### src/rtl/shadd_unit.sv
module shadd_unit #(
  parameter int XLEN = 64,
  parameter int IMMW = 2,
  parameter int OPW  = 8,
  parameter logic [OPW-1:0] OP_DWORD = 8'b01101110,
  parameter logic [OPW-1:0] OP_SWORD = 8'b10101110,
  parameter logic [OPW-1:0] OP_UWORD = 8'b11101110
) (
  input  logic            clk,
  input  logic            rst,
  input  logic            in_valid,
  input  logic [XLEN-1:0] src_a,
  input  logic [XLEN-1:0] src_b,
  input  logic [IMMW-1:0] shift_imm,
  input  logic [OPW-1:0]  op_code,
  input  logic            rec,
  input  logic            so_in,
  output logic [XLEN-1:0] result,
  output logic [3:0]      cr_field,
  output logic            cr_we,
  output logic            out_valid,
  output logic            illegal
);
  localparam int HALF = XLEN / 2;
  localparam int SHW  = IMMW + 1;

  logic            sel_dw, sel_sw, sel_uw, legal;
  logic [XLEN-1:0] b_ext, b_shift, sum;
  logic [SHW-1:0]  sh_amt;
  logic            lt, eq;

  assign sel_dw = (op_code == OP_DWORD);
  assign sel_sw = (op_code == OP_SWORD);
  assign sel_uw = (op_code == OP_UWORD);
  assign legal  = sel_dw | sel_sw | sel_uw;

  assign b_ext   = sel_dw ? src_b
                          : {{HALF{sel_sw & src_b[HALF-1]}}, src_b[HALF-1:0]};
  assign sh_amt  = {1'b0, shift_imm} + SHW'(1);
  assign b_shift = b_ext << sh_amt;
  assign sum     = legal ? (b_shift + src_a) : '0;

  assign lt = sum[XLEN-1];
  assign eq = (sum == '0);

  always_ff @(posedge clk) begin
    if (rst) begin
      out_valid <= 1'b0;
      cr_we     <= 1'b0;
      illegal   <= 1'b0;
    end else begin
      out_valid <= in_valid;
      cr_we     <= in_valid & legal & rec;
      illegal   <= in_valid & ~legal;
    end
  end

  always_ff @(posedge clk) begin
    if (in_valid) begin
      result   <= sum;
      cr_field <= {lt, ~lt & ~eq, eq, so_in};
    end
  end

  a_r7_valid_follows: assert property (@(posedge clk) disable iff (rst)
    in_valid |=> out_valid);
  a_r7_idle_follows: assert property (@(posedge clk) disable iff (rst)
    !in_valid |=> !out_valid);
  a_r5_no_rec_no_write: assert property (@(posedge clk) disable iff (rst)
    (in_valid && !rec) |=> !cr_we);
  a_r8_illegal_output: assert property (@(posedge clk) disable iff (rst)
    illegal |-> (out_valid && !cr_we && result == '0));
  a_r6_single_flag: assert property (@(posedge clk) disable iff (rst)
    cr_we |-> $onehot(cr_field[3:1]));
  a_r6_eq_matches: assert property (@(posedge clk) disable iff (rst)
    cr_we |-> (cr_field[1] == (result == '0)));
  a_r6_so_copy: assert property (@(posedge clk) disable iff (rst)
    in_valid |=> (cr_field[0] == $past(so_in)));
endmodule

### config.mk
export PLATFORM = sky130hd
export DESIGN_NAME = shadd_unit
export DESIGN_NICKNAME = d
export VERILOG_FILES = /design/src/rtl/shadd_unit.sv
export SDC_FILE = /design/constraint.sdc
export NUM_CORES = 1
export LEC_CHECK = 0
export ABC_CLOCK_PERIOD_IN_PS = 20200
export CORE_MARGIN = 2
export CORE_UTILIZATION = 42
export DETAILED_ROUTE_END_ITERATION = 8
export GPL_TIMING_DRIVEN = 1
export PLACE_DENSITY = 0.77
export SLEW_MARGIN = 20
export SYNTH_ARGS = -nofsm -noshare
export SYNTH_HDL_FRONTEND = slang
export SYNTH_SLANG_ARGS = --single-unit
export TNS_END_PERCENT = 50
### constraint.sdc
create_clock -name clk -period 20.2 [get_ports clk]
set_input_delay 3.03 -clock clk [delete_from_list [all_inputs] [get_ports clk]]
set_output_delay 3.03 -clock clk [all_outputs]
set_load 0.02 [all_outputs]
### Word-level counts from Yosys, hierarchy flattened

Index checks and enable logic that the tools add are counted.

* reductions and logical operators: 1
* bitwise operators: 10
* multiplexer cells: 2
* add/sub/neg operators: 2
* eq/ne operators: 3
* shift-type cells: 1

Operators by type and width (count)
* $mux W64: 2
* $add A64 B64 Y64: 1
* $logic_not A64 Y1: 1
* $shl A64 B3 Y64: 1
* $eq A8 B8 Y1 const B: 2
* $eq A8 B7 Y1 const B: 1
* $and A1 B1 Y1: 5
* $add A2 B1 Y3 const B: 1
* $not A1 Y1: 3
* $or A1 B1 Y1: 2

* word-level logic and storage cells: 24
* input port bits: 143
* output and inout bits: 71
* bits in registers: 71

### Depth between registers and ports, before layout

* depth in word-level cells: 9
* mapped depth: 22
* depth with buffers taken out: 20

### Worst setup path before layout

No wires, ideal clock.

* path type: input -> register
* start point: input shift_imm[0]
* end point: register cr_field[2] (data pin)
* buffers on the path: 4
* library setup time: 0.261 ns
* required time: 19.939 ns
* stages on the path: 20
* arrival time: 8.166 ns
* setup slack: 11.773 ns
* path through: ha_1 clkbuf_1 buf_1 buf_1 clkbuf_1 nand2_1 o21ai_0 o22ai_1 ha_1 a21oi_1 o21a_1 o221a_4 a2111oi_4 o21ai_1 o31ai_1 xor2_1 a2111o_1 nor4_1 nand4b_1 o32a_1

* word-level cells in the longest chain between the ends: 7
* elaborated cells between the ends (all ways): 8
* those cells by class: 2 x add/sub; 1 x shift; 1 x mux; 3 x bitwise; 1 x reduce/logical

RTL lines
* start, declared: line 14 `input logic [IMMW-1:0] shift_imm,`
* $add A2 B1 Y3 (*): line 39 `assign sh_amt = {1'b0, shift_imm} + SHW'(1);`
* $shl A64 B3 Y64 (*): line 40 `assign b_shift = b_ext << sh_amt;`
* $add A64 B64 Y64 (*): line 41 `assign sum = legal ? (b_shift + src_a) : '0;`
* $mux W64 (*): line 41
* $logic_not A64 Y1: line 44 `assign eq = (sum == '0);`
* $not A1 Y1: line 61 `cr_field <= {lt, ~lt & ~eq, eq, so_in};`
* $and A1 B1 Y1 (*): line 61
* end signal, assigned: line 61
* end, declared: line 19 `output logic [3:0] cr_field,`

Mark *: on every way between the ends. The rest lies on a longest branch, timed or not.
A chain may end at the register's enable or synchronous reset.

### Final worst setup path

Ends and elaborated chain as after synthesis.

==> results.sh <==
export IMPL_rows=55
export IMPL_ant_nets=0
export IMPL_synth_cells=1199
export IMPL_ys_seq_area_share_pct=21.77
export IMPL_grt_pass1_wl_um=50450
export IMPL_utilization_pct=53.70
export IMPL_h_tree_depth=3
export IMPL_cts_setup_buffers=0
export IMPL_num_nets_final=1558
export IMPL_pre_cts_ws_ns=10.28
export IMPL_die_h_um=154.5
export IMPL_grt_pass1_vias=9324
export IMPL_area_delta_synth_final_pct=26.56
export IMPL_synth_common_cells="nand2_1, nor2_1, a21oi_1"
export IMPL_max_freq_mhz=102.2
export IMPL_placedInstanceArea_mm2=0.01175
export IMPL_drt_iter0_drc=1082
export IMPL_drive_gt1_share_pct=8.118
export IMPL_synth_top_area_share_pct=21.14
export IMPL_gp_congestion=1.001
export IMPL_crit_end="cr_field[2]$_DFFE_PP_"
export IMPL_relSlewSlack_pct=38.47
export IMPL_drv_cap=0
export IMPL_finalWirelength_um=32230
export IMPL_yosys_most_used_dff="edfxtp_1"
export IMPL_setup_viol=0
export IMPL_core_region_area_mm2=0.02243
export IMPL_arrival_ns=9.86
export IMPL_grt_overflow=0
export IMPL_cpPeakStageDelay_ns=0.85
export IMPL_path_cells="buf_2 > buf_4 > ha_4 > inv_1 > mux4_2 > ha_1 > nand2_1 > o21ai_0 > a21oi_1 > nor2_1 > nor2_1 > a21boi_0 > o221ai_1 > nor4_1 > a21oi_1 > a211o_1 > o32a_1"
export IMPL_worst_pin_slew_ns=0.9229
export IMPL_p_per_area_mw_per_mm2=55.12
export IMPL_outcome="completed"
export IMPL_synth_edf_count=67
export IMPL_ys_warn_count=0
export IMPL_crit_type="in2reg"
export IMPL_cts_hold_buffers=0
export IMPL_hpwl_um=26760
export IMPL_port_buffers=213
export IMPL_crit_required_ns=20.27
export IMPL_dr_total_vias=10260
export IMPL_routedWlPerCell_um=19.65
export IMPL_grt_max_degree=79
export IMPL_diodes=0
export IMPL_fin_crit_sh_pct=48.44
export IMPL_num_io_pins=214
export IMPL_synth_area_leaders="edfxtp_1, ha_1, mux4_2"
export IMPL_total_power_uw=664.1
export IMPL_critPathTopFamily="compound AO/OA/AOI/OAI gates"
export IMPL_ys_async_sr_fraction_pct=0
export IMPL_fin_ws_ns=10.41
export IMPL_cts_inserted_buffers=9
export IMPL_final_max_slew_viol_count=0
export IMPL_rsz0062_at_grt="no"
export IMPL_worst_path_stages=17
export IMPL_worst_setup_path_end_kind="flop"
export IMPL_vias_per_cell=6.257
export IMPL_hold_path_class="in2reg"
export IMPL_synth_nets=1407
export IMPL_ys_ff_latch=70
export IMPL_antenna_found_initial=0
export IMPL_synth_distinct_cells=78
export IMPL_syn_area_per_cell_um2=7.939
export IMPL_cts_path_max_buffers=2
export IMPL_cts_resized=0
export IMPL_ir_drop_mv=0.04125
export IMPL_tns_ns=0
export IMPL_die_area_mm2=0.02388
export IMPL_startpoint_type="primary input"
export IMPL_drc=0
export IMPL_cts_tree="built"
export IMPL_startpoint="shift_imm[0]"
export IMPL_syn_area_mm2=0.009519
export IMPL_cts_root_buf="clkbuf_16"
export IMPL_cts_sinks=70
export IMPL_cp_buffers_inverters=3
export IMPL_final_hold_viol_count=0
export IMPL_synth_top_area_cell="edfxtp_1"
export IMPL_grtUsageTotal_pct=26.34
export IMPL_design_area_mm2=0.01205
export IMPL_start_util_pct=42.43
export IMPL_layout_min_cycle_time_ns=9.786
export IMPL_cp_slowest_cell="ha_4"
export IMPL_path_clk_slew_ns=0.06
export IMPL_cp_max_fo=75
export IMPL_yosysMostFrequentCell="nand2_1"
export IMPL_firstDrtPassIters=7
export IMPL_die_w_um=154.5
export IMPL_leakagePower_uw=0.004484
layer usage:
| layer | GRT usage [%] | part of all wire, % | up-vias |
|---|---|---|---|
| met5 | 0 | 0 | - |
| met4 | 5.511 | 1.7 | 0 |
| met3 | 3.418 | 7.9 | 39 |
| met2 | 39.77 | 42 | 521 |
| met1 | 40.18 | 48 | 4848 |
| li1 | - | - | 4854 |
report_power, final:
group	switching [uW]	internal, uW
logic	204	133
registers	2.21	167
clock network	55.4	102
total	262	402
layout make-up:
type,count,area (um^2)
Inverter,14,52.55
Clock buffer,13,260.3
Clock inverter,3,42.54
Timing Repair Buffer,219,2167
Multi-Input combinational cell,1036,7097
Tap cell,285,356.6
Sequential cell,70,2072
Fill cell,2110,10390
flip-flops by register name, indices dropped and copies added, names as in the netlist:
signal     flops
out_valid      1
illegal        1
cr_field       3
cr_we          1
result        64
worst min-delay path by stage:
stage	startpoint	end	slack, ns	cells after the start
final	so_in	cr_field[0]$_DFFE_PP_	3.26	1
after global routing	so_in	cr_field[0]$_DFFE_PP_	3.26	1
after CTS	so_in	cr_field[0]$_DFFE_PP_	3.25	1
after detailed placement	so_in	cr_field[0]$_DFFE_PP_	3.59	1
after global placement	rst	out_valid$_SDFF_PP0_	3.59	2
after floorplan	rst	out_valid$_SDFF_PP0_	3.12	1
cells in the final DEF, fill, tap and decap left out, types with 4 or more instances in the layout:
cell type        count
a31oi_1             31
a21boi_0             8
nor3_1              27
o21ai_0             76
nor4_1              10
nand3_1             17
a211oi_1            16
clkbuf_16            9
ha_1                63
mux4_2              31
o31ai_1             12
mux2_2              33
and3_1              13
edfxtp_1            67
buf_4                6
or2_2                4
a21oi_1            124
nor2b_1              9
o211ai_1            13
inv_1               14
clkdlybuf4s50_1    211
or4_1                6
a21o_1              18
nand4_1             37
o21a_1               6
mux2i_1             25
xor2_1              20
o21ai_1              7
xnor2_1             18
nor3b_1              5
nor2_1             136
nand2_1            155
and2_1              17
or3_1                8
nand2b_1            11
o21bai_1            16
kinds of logic after synthesis:
logic type      Yosys count  synth area share (%)
simple gates            466                 22.95
compound gates          378                 25.33
buf+inv                  93                 3.969
mux                      89                 13.87
flops                    70                 21.77
fa+ha+maj                65                 8.623
xor+xnor                 38                 3.496
stage by stage:
step | std cells | hold WS [ns]
2_1_floorplan | 1199 | 3.117
3_3_place_gp | 1624 | 3.587
3_5_place_dp | 1624 | 3.591
4_1_cts | 1640 | 3.248
5_1_grt | 1640 | 3.256
6_report | 1640 | 3.257
(Power assumes the default switching activity.)
